[config.mk]
export PLATFORM = sky130hd
export DESIGN_NAME = uart_rx_frontend
export DESIGN_NICKNAME = d
export VERILOG_FILES = /design/src/rtl/uart_rx_pkg.sv /design/src/rtl/rx_sync.sv /design/src/rtl/rx_vote.sv /design/src/rtl/rx_ctrl.sv /design/src/rtl/uart_rx_frontend.sv
export SDC_FILE = /design/constraint.sdc
export NUM_CORES = 1
export LEC_CHECK = 0
export ABC_AREA = 1
export BUFFER_PORTS_ARGS = -buffer_cell sky130_fd_sc_hd__buf_2
export CAP_MARGIN = 10
export CORE_MARGIN = 2
export CORE_UTILIZATION = 35
export DETAILED_ROUTE_END_ITERATION = 16
export GPL_TIMING_DRIVEN = 0
export PLACE_DENSITY = 0.53
export RECOVER_POWER = 25
export SLEW_MARGIN = 20
export SYNTH_ARGS = -nofsm -noshare
export SYNTH_HDL_FRONTEND = slang
export SYNTH_SLANG_ARGS = --single-unit
[constraint.sdc]
create_clock -name clk -period 1.4 [get_ports clk]
set_clock_uncertainty 0.2 [all_clocks]
set_input_delay 0.14 -clock clk [delete_from_list [all_inputs] [get_ports clk]]
set_output_delay 0.14 -clock clk [all_outputs]
set_load 0.02 [all_outputs]
[src/rtl/uart_rx_pkg.sv]
// Shared types and helpers for the oversampled serial receiver.
// Assumes nothing beyond standard SystemVerilog packages.
package uart_rx_pkg;

    // Receiver controller states.
    typedef enum logic [2:0] {
        ST_IDLE  = 3'd0,
        ST_START = 3'd1,
        ST_DATA  = 3'd2,
        ST_STOP  = 3'd3,
        ST_HOLD  = 3'd4
    } rx_state_e;

    // Two-of-three majority of single-bit samples.
    function automatic logic maj3(input logic a, input logic b, input logic c);
        return (a & b) | (a & c) | (b & c);
    endfunction

endpackage

[src/rtl/rx_sync.sv]
// Multi-stage flop synchronizer for the asynchronous serial line.
// Assumes STAGES >= 2. Resets to low, so a line that is low when
// reset is released never looks like a falling edge.
module rx_sync #(
    parameter int STAGES = 2
) (
    input  logic clk,
    input  logic rst_n,
    input  logic din,
    output logic dout
);

    logic [STAGES-1:0] chain;

    genvar g;
    generate
        for (g = 0; g < STAGES; g++) begin : g_stage
            if (g == 0) begin : g_first
                // Capture the raw asynchronous input.
                always_ff @(posedge clk) begin
                    if (!rst_n) chain[0] <= 1'b0;
                    else        chain[0] <= din;
                end
            end else begin : g_next
                // Pass the value one stage further down the chain.
                always_ff @(posedge clk) begin
                    if (!rst_n) chain[g] <= 1'b0;
                    else        chain[g] <= chain[g-1];
                end
            end
        end
    endgenerate

    assign dout = chain[STAGES-1];

endmodule

[src/rtl/rx_vote.sv]
// Three-point mid-bit sampler with a two-of-three vote.
// Stores the samples at the two points before centre+1 and combines them
// with the live sample at centre+1. Assumes cnt is the sub-bit count
// kept by the controller and that OVERSAMPLE >= 4.
module rx_vote
    import uart_rx_pkg::*;
#(
    parameter int OVERSAMPLE = 16,
    parameter int CNT_W      = $clog2(OVERSAMPLE)
) (
    input  logic             clk,
    input  logic             rst_n,
    input  logic             tick,
    input  logic [CNT_W-1:0] cnt,
    input  logic             din,
    output logic             decide,
    output logic             vote_high
);

    localparam int PT_B = OVERSAMPLE / 2;
    localparam int PT_A = PT_B - 1;
    localparam int PT_C = PT_B + 1;

    logic samp_a;
    logic samp_b;

    // Capture the first two sample points of the current bit.
    always_ff @(posedge clk) begin
        if (!rst_n) begin
            samp_a <= 1'b1;
            samp_b <= 1'b1;
        end else if (tick) begin
            if (cnt == CNT_W'(PT_A)) samp_a <= din;
            if (cnt == CNT_W'(PT_B)) samp_b <= din;
        end
    end

    // The vote resolves on the tick at the third sample point.
    always_comb begin
        decide    = tick && (cnt == CNT_W'(PT_C));
        vote_high = maj3(samp_a, samp_b, din);
    end

endmodule

[src/rtl/rx_ctrl.sv]
// Frame controller: start-edge detection, sub-bit counting, bit indexing,
// LSB-first assembly, stop-bit check and output registers.
// Assumes decide/vote_high come from rx_vote driven by this module's cnt.
module rx_ctrl
    import uart_rx_pkg::*;
#(
    parameter int OVERSAMPLE = 16,
    parameter int DATA_W     = 8,
    parameter int CNT_W      = $clog2(OVERSAMPLE)
) (
    input  logic              clk,
    input  logic              rst_n,
    input  logic              tick,
    input  logic              rx_s,
    input  logic              short_len,
    input  logic              decide,
    input  logic              vote_high,
    output logic [CNT_W-1:0]  cnt,
    output logic              byte_valid,
    output logic [DATA_W-1:0] byte_data,
    output logic              frame_err,
    output logic              len_short_q
);

    localparam int IDX_W    = $clog2(DATA_W + 1);
    localparam int CNT_LAST = OVERSAMPLE - 1;

    rx_state_e         state;
    logic [IDX_W-1:0]  idx;
    logic [DATA_W-1:0] shreg;
    logic              line_prev;
    logic [IDX_W-1:0]  nbits;
    logic              wrap;
    logic              fall;

    // Bits expected in this frame, end of a bit period, start edge.
    always_comb begin
        nbits = len_short_q ? IDX_W'(DATA_W - 1) : IDX_W'(DATA_W);
        wrap  = tick && (cnt == CNT_W'(CNT_LAST));
        fall  = tick && line_prev && !rx_s;
    end

    // Line history sampled once per tick for edge detection.
    always_ff @(posedge clk) begin
        if (!rst_n)    line_prev <= 1'b0;
        else if (tick) line_prev <= rx_s;
    end

    // Frame sequencing, counting, assembly and output registers.
    always_ff @(posedge clk) begin
        if (!rst_n) begin
            state       <= ST_IDLE;
            cnt         <= '0;
            idx         <= '0;
            shreg       <= '0;
            len_short_q <= 1'b0;
            byte_valid  <= 1'b0;
            byte_data   <= '0;
            frame_err   <= 1'b0;
        end else begin
            byte_valid <= 1'b0;
            if (tick && state != ST_IDLE && state != ST_HOLD)
                cnt <= wrap ? '0 : cnt + 1'b1;
            case (state)
                ST_IDLE: begin
                    if (fall) begin
                        state       <= ST_START;
                        cnt         <= CNT_W'(1);
                        idx         <= '0;
                        shreg       <= '0;
                        len_short_q <= short_len;
                    end
                end
                ST_START: begin
                    if (decide && vote_high) begin
                        state <= ST_IDLE;
                        cnt   <= '0;
                    end else if (wrap) begin
                        state <= ST_DATA;
                    end
                end
                ST_DATA: begin
                    if (decide) begin
                        shreg <= {vote_high, shreg[DATA_W-1:1]};
                        idx   <= idx + 1'b1;
                    end
                    if (wrap && idx == nbits) state <= ST_STOP;
                end
                ST_STOP: begin
                    if (decide) begin
                        byte_valid <= 1'b1;
                        frame_err  <= !vote_high;
                        byte_data  <= len_short_q ? {1'b0, shreg[DATA_W-1:1]} : shreg;
                        state      <= vote_high ? ST_IDLE : ST_HOLD;
                        cnt        <= '0;
                    end
                end
                ST_HOLD: begin
                    if (tick && rx_s) state <= ST_IDLE;
                end
                default: begin
                    state <= ST_IDLE;
                    cnt   <= '0;
                end
            endcase
        end
    end

endmodule

[src/rtl/uart_rx_frontend.sv]
// Top level of the oversampled serial receive front-end.
// Chains synchronizer, frame controller and mid-bit voter. Assumes tick
// is a single-cycle enable at OVERSAMPLE times the bit rate.
module uart_rx_frontend #(
    parameter int OVERSAMPLE  = 16,
    parameter int DATA_W      = 8,
    parameter int SYNC_STAGES = 2
) (
    input  logic              clk,
    input  logic              rst_n,
    input  logic              tick,
    input  logic              rx_in,
    input  logic              short_len,
    output logic              byte_valid,
    output logic [DATA_W-1:0] byte_data,
    output logic              frame_err
);

    localparam int CNT_W = $clog2(OVERSAMPLE);

    logic             rx_s;
    logic [CNT_W-1:0] cnt;
    logic             decide;
    logic             vote_high;
    logic             len_short_q;

    rx_sync #(.STAGES(SYNC_STAGES)) u_sync (
        .clk   (clk),
        .rst_n (rst_n),
        .din   (rx_in),
        .dout  (rx_s)
    );

    rx_vote #(.OVERSAMPLE(OVERSAMPLE), .CNT_W(CNT_W)) u_vote (
        .clk       (clk),
        .rst_n     (rst_n),
        .tick      (tick),
        .cnt       (cnt),
        .din       (rx_s),
        .decide    (decide),
        .vote_high (vote_high)
    );

    rx_ctrl #(.OVERSAMPLE(OVERSAMPLE), .DATA_W(DATA_W), .CNT_W(CNT_W)) u_ctrl (
        .clk         (clk),
        .rst_n       (rst_n),
        .tick        (tick),
        .rx_s        (rx_s),
        .short_len   (short_len),
        .decide      (decide),
        .vote_high   (vote_high),
        .cnt         (cnt),
        .byte_valid  (byte_valid),
        .byte_data   (byte_data),
        .frame_err   (frame_err),
        .len_short_q (len_short_q)
    );

endmodule

==> impl_metrics.toml, run 1 <==
[detailed_routing]
routed_wl_um = 4110
first_iter_violations = 100
drcViolationCount = 0
wl_per_cell_um = 12.8
firstDrtPassIters = 4
vias_per_cell = 4.91
via_count = 1572
ant_nets = 0

[logic_synthesis]
syn-cell-area_um2 = 1690
netlist_instances = 230
synth.distinct_cells = 30
async_flop_share_pct = 0
syn-mean-instance-area_um2 = 7.35
synthTopCellsByArea = "dfxtp_1, nand2_1, a21oi_1, nor2_1, o21ai_0"
netlist.area_leader.share_pct = 41.4
synth_compound_area_share_pct = 17.4
synth_edf_count = 0
synth_top_family_by_area = "simple AND/OR/NAND/NOR gates"
ys_warn_count = 0
synth_mux_area_share_pct = 0
synthAdderAreaFrac_pct = 2.96
synth_common_cells = "nand2_1, dfxtp_1, nor2_1"
seq_area_frac_synth_pct = 41.4
synthSimpleGateAreaFrac_pct = 28.7
ys.flop_type = "dfxtp_1"
yosys.area.top_type = "dfxtp_1"
syn_nets = 239
synth_most_common_cell = "nand2_1"
synth-xor-area-share_pct = 0.518
synth-seq-cells = 35

[power]
vdd_drop_max_mv = 0.521
p_leak_nw = 1.00
finalPower_mw = 3.04
power_density_nw_per_um2 = 1350

[finish]
fin_nets = 274
area_delta_synth_final_pct = 32.7
seq_area_um2 = 711
fillCellCount = 486
multi_input_area_um2 = 1000
drive_above_1_share_pct = 37.6
utilization_pct = 47.8
diodes = 0

[worst_setup_path]
r2r_cells = 11
critPathMaxFanout = 10
crit_type = "reg -> reg"
cp-end-kind = "flip-flop"
required_ns = 1.39
cpMaxStageDelayCell = "dfxtp_2"
critical_path_buf_inv_count = 2
cpPeakStageDelay_ns = 0.36
path_cells = "nor2_2 -> nand2_4 -> inv_2 -> buf_6 -> nand2_2 -> nor2_2 -> nor2_4 -> nand2_4 -> nand2_1 -> nand2_1 -> nor2_1"
crit_family = "simple AND/OR/NAND/NOR gates"
critPathLaunchType = "flip-flop"
worst-path-stages = 11
arrival_ns = 1.61

[floorplan]
start_util_pct = 36.1
die_height_um = 73.5
rows = 25
die_area_um2 = 5410
core-area_um2 = 4690
ioPinCount = 15
die_w_um = 73.5

[sta]
holdWs_ns = -0.00992
maxSlewViolCount = 0
hold_violations = 1
fin_ws_ns = -0.215
relSlewSlack_pct = 57.9
setup-violations-final = 29
rsz0062_at_grt = "true"
period_share_pct = 115
max_slew.worst_pin.slew_ns = 0.631
period_needed_ns = 1.61
fmax_mhz = 619

[grt]
grt_pass1_wl_um = 6600
grt_usage_pct = 16.0
grt_pass1_vias = 1410
grt-ovfl-total = 0
antenna_found_initial = 0
grt_max_degree = 13

[placed_design]
port_buffers = 13
dp_hpwl_um = 2640
place_congestion = 0.830

[flow_run]
maxCapViolCount = 0

[clock_tree]
clock_sinks = 35
clk_pin_slew_ns = 0.08
cts_made_buffers = 5
cts_buffer_depth = 2
clock_latency_ns = 0.30
htreeDepth = 2
tritoncts = "done"
root_buffer = "clkbuf_8"

[outcome]
outcome = "finished, violations left"
violations = "hold timing, setup timing"

[min_path]
hp-class = "in -> reg"
holdPathStages = 3
[routing by layer]
metal,GRT usage [%],vias up,part of all wire (%)
met1,21.8,710,51
met5,0,-,0
met3,4.39,6,4.1
met2,23.6,27,43
met4,6.46,0,1.7
li1,-,829,-
[flip-flops by register name, indices dropped and copies added, names as in the netlist]
| register | flops |
|---|---|
| u_vote.samp_b | 1 |
| u_ctrl.byte_data | 8 |
| u_ctrl.len_short_q | 1 |
| u_ctrl.cnt | 4 |
| u_ctrl.byte_valid | 1 |
| u_sync.chain | 1 |
| u_sync.dout | 1 |
| u_ctrl.line_prev | 1 |
| u_ctrl.state | 3 |
| u_ctrl.idx | 4 |
| u_vote.samp_a | 1 |
| u_ctrl.shreg | 8 |
| u_ctrl.frame_err | 1 |
[report_power, final]
group / switching (mW) / total (mW) / internal, mW / leakage (nW)
logic: 0.581 / 0.961 / 0.380 / 0.657
clock network: 0.409 / 0.939 / 0.530 / 0.0581
registers: 0.0765 / 1.14 / 1.06 / 0.286
[cell families after synthesis]
group | count (synthesis)
AO/OA/AOI/OAI | 54
adder cells (fa/ha/maj) | 4
AND/OR/NAND/NOR | 104
XOR/XNOR | 1
flip-flops | 35
buffers and inverters | 32
[final timing paths]
check                     endpoint            start  slack [ns]
setup / recovery   u_ctrl.state[0]  u_ctrl.state[2]       -0.21
hold / removal    u_ctrl.line_prev             tick       -0.01
setup reg to reg   u_ctrl.state[0]  u_ctrl.state[2]       -0.21
hold reg to reg        u_sync.dout  u_sync.chain[0]        0.22
[through the flow]
| step | instances | TNS [ns] | hold slack [ns] | worst slack [ns] | instance area, µm² |
|---|---|---|---|---|---|
| 3_3_place_gp | 297 | -5.01 | 0.121 | -0.278 | 1850 |
| 3_5_place_dp | 297 | -5.20 | 0.128 | -0.292 | 1850 |
| 6_report | 320 | -3.69 | -0.00992 | -0.215 | 2240 |
| 2_1_floorplan | 230 | -1.25 | 0.0376 | -0.118 | 1720 |
| 5_1_grt | 320 | -6.96 | 0.00659 | -0.320 | 2240 |
| 4_1_cts | 316 | -3.51 | -0.0193 | -0.159 | 2120 |
[worst min-delay path: cells and delay by family]
family | cells | cell delay, ns
buf+inv | 1 | 0.13
compound gates | 1 | 0.07
simple gates | 1 | 0.10
[what timing repair did]
| item | CTS | global route |
|---|---|---|
| setup buffers | 6 | 4 |
| pin swaps | 9 | 12 |
| hold endpoints to repair | 3 | 0 |
| hold buffers | 3 | 0 |
| cloned | 2 | 1 |
| setup endpoints to repair | 28 | 32 |
| resized for setup | 22 | 38 |
[final cells by class]
cell class	count	share of cell area [%]
multi-input cells	163	44.5
flip-flops and latches	35	31.7
repair buffers	28	8.81
inverters	24	4.18
clock buffers	5	3.07
well taps	54	3.01
plain buffers	8	2.79
clock inverters	3	1.95
[placed cells by master, fill, tap and decap left out, drive strengths merged, types with 3 or more instances in the layout]
| cell type | synthesis | layout |
|---|---|---|
| dlygate4sd3 | 0 | 3 |
| nand3 | 12 | 12 |
| dfxtp | 35 | 35 |
| a31oi | 7 | 7 |
| ha | 4 | 4 |
| nor2 | 32 | 32 |
| buf | 7 | 32 |
| a21oi | 20 | 20 |
| nor3 | 4 | 4 |
| nand2 | 54 | 54 |
| inv | 23 | 23 |
| clkbuf | 1 | 6 |
| o21ai | 24 | 24 |
(Power assumes the default switching activity.)
==> run 2, diff against run 1 <==
Settings changed: CORE_MARGIN 2 to not set, PLACE_DENSITY 0.53 to 0.59.
==> run 2 against run 1 <==
  * The flow finishes with violations (setup timing)
  * Clock power is 25% lower
  * Cell count is 1.9% lower
  * Global-route usage is 0.51 points higher
  * Register-to-register slack better by 0.06 ns
  * Die area is 5.4% lower
  * Routed wire length is 7.8% lower
  * Combinational power is 16% lower
  * First-iteration DRC count is 21% lower
  * Count of clock-buffer cells in the layout is 2 higher
==> impl_metrics.toml, run 2 (synthesized netlist as in run 1, its figures left out) <==
[finish]
fillCellCount = 473
final_common_cell = "nand2_1"
diodes = 0
fin_nets = 270
top_regs = "u_ctrl.byte_data (8), u_ctrl.shreg (8)"
final_cell_area_um2 = 2150
drive_above_1_share_pct = 31.3
area_delta_synth_final_pct = 27.0
layoutNonFillerInstCount = 314
final_cell_mix = "nand2_1, dfxtp_1, nor2_1"

[grt]
grt_max_degree = 11
antenna_found_initial = 0
grt-ovfl-total = 0
grt_pass1_wl_um = 6490
grt_pass1_vias = 1413
grt_usage_pct = 16.5

[min_path]
min-delay-start = "rst_n"
min_to = "u_ctrl.byte_data[0]"
hp-class = "in -> reg"
holdPathStages = 3

[sta]
fmax_mhz = 641
fin_ws_ns = -0.160
hold_violations = 0
relSlewSlack_pct = 82.8
setup_tns_ns = -3.02
rsz0062_at_grt = "true"
period_needed_ns = 1.56
period_share_pct = 111
setup-violations-final = 28
max_slew.worst_pin.slew_ns = 0.255
maxSlewViolCount = 0

[power]
power_density_nw_per_um2 = 1240
p_leak_nw = 0.957
vdd_drop_max_mv = 0.483

[clock_tree]
tritoncts = "done"
cts_made_buffers = 5
clock_sinks = 35
cts_buffer_depth = 2
clock_latency_ns = 0.29
clk_pin_slew_ns = 0.07
htreeDepth = 2
root_buffer = "clkbuf_8"

[placed_design]
port_buffers = 13
place_congestion = 0.774
dp_slack_ns = -0.320
dpl_cell_area_um2 = 1850
dpl.cell_count = 295
dp_hpwl_um = 2600

[detailed_routing]
wirelength_met1_um = 1920
highest_layer = "met4"
via_count = 1542
vias_per_cell = 4.91
first_iter_violations = 79
dr_wl_met2_um = 1660
firstDrtPassIters = 4
routed_wl_um = 3790
ant_nets = 0
dr_wl_met3_um = 154
drcViolationCount = 0
wl_per_cell_um = 12.1

[worst_setup_path]
required_ns = 1.42
rr_endpoint = "u_ctrl.state[2]"
critPathMaxFanout = 7
r2r_cells = 9
r2r_start = "u_ctrl.cnt[1]"
arrival_ns = 1.58
r2r_slack_ns = -0.16
crit_type = "reg -> reg"
critPathLaunchType = "flip-flop"
cp-end-kind = "flip-flop"

[floorplan]
die_w_um = 71.5
die_height_um = 71.5
start_util_pct = 37.6
die_area_um2 = 5120
rows = 24
ioPinCount = 15
core-area_um2 = 4500

[flow_run]
maxCapViolCount = 0

[outcome]
outcome = "finished, violations left"
violations = "setup timing"
## run 2: cell count changes in the layout (fill, tap and decap cells not counted), moves of 3 or more
cell,before,now
dfxtp_4,1,5
nand2_1,40,44
dfxtp_2,5,2
inv_1,15,18
inv_2,8,5
o21ai_0,5,8
o21ai_2,8,5
## run 2: per-layer routing
metal	track usage, %	vias to the layer above
met3	5.06	4
met1	23.1	698
met2	24.2	26
li1	-	814
met5	0	-
met4	5.23	0
## run 2: cell type report
type | count | area [µm²] | area share [%]
Clock inverter | 1 | 5.00 | 0.233
Clock buffer | 7 | 76.3 | 3.55
Tap cell | 52 | 65.1 | 3.03
Inverter | 24 | 90.1 | 4.19
Multi-Input combinational cell | 163 | 961 | 44.7
Buffer | 8 | 63.8 | 2.97
Timing Repair Buffer | 24 | 165 | 7.69
Sequential cell | 35 | 722 | 33.6
## run 2: worst max-delay path by stage
stage	start	end	slack, ns	cells after the start
floorplan	u_ctrl.cnt[1]	u_ctrl.cnt[3]	-0.12	11
global placement	u_ctrl.cnt[1]	u_ctrl.cnt[3]	-0.27	11
detailed placement	u_ctrl.cnt[1]	u_ctrl.cnt[3]	-0.32	11
CTS	u_ctrl.cnt[1]	u_ctrl.cnt[3]	-0.16	11
global route	u_ctrl.cnt[1]	u_ctrl.state[1]	-0.27	12
finish	u_ctrl.cnt[1]	u_ctrl.state[2]	-0.16	9
## run 2: what timing repair did
item,CTS,global route
endpoints found under the setup margin,28,32
gates cloned,1,1
gates resized for setup,20,27
hold endpoints to repair,3,0
hold buffers,3,0
buffers inserted,5,1
pin swaps,6,5
## run 2: power by group
group          internal, mW  switching [mW]
clock                 0.349           0.359
combinational         0.307           0.497
sequential             1.07          0.0805
## run 2: through the flow
stage,hold WS (ns),utilization [%],power [mW]
final,0.0235,47.7,2.66
after global routing,0.0627,47.7,2.83
after CTS,0.0805,45.8,2.64
after detailed placement,0.124,41.1,1.85
after global placement,0.123,41.1,1.85
after floorplan,0.0376,-,1.72
## run 2: critical path: stages, from the launching register on
cell,delay [ns]
dfxtp_2,0.33
inv_2,0.06
ha_4,0.13
inv_2,0.04
nor2_4,0.09
nand2_4,0.10
nor2_8,0.15
buf_6,0.15
nand4_4,0.09
a21oi_2,0.15
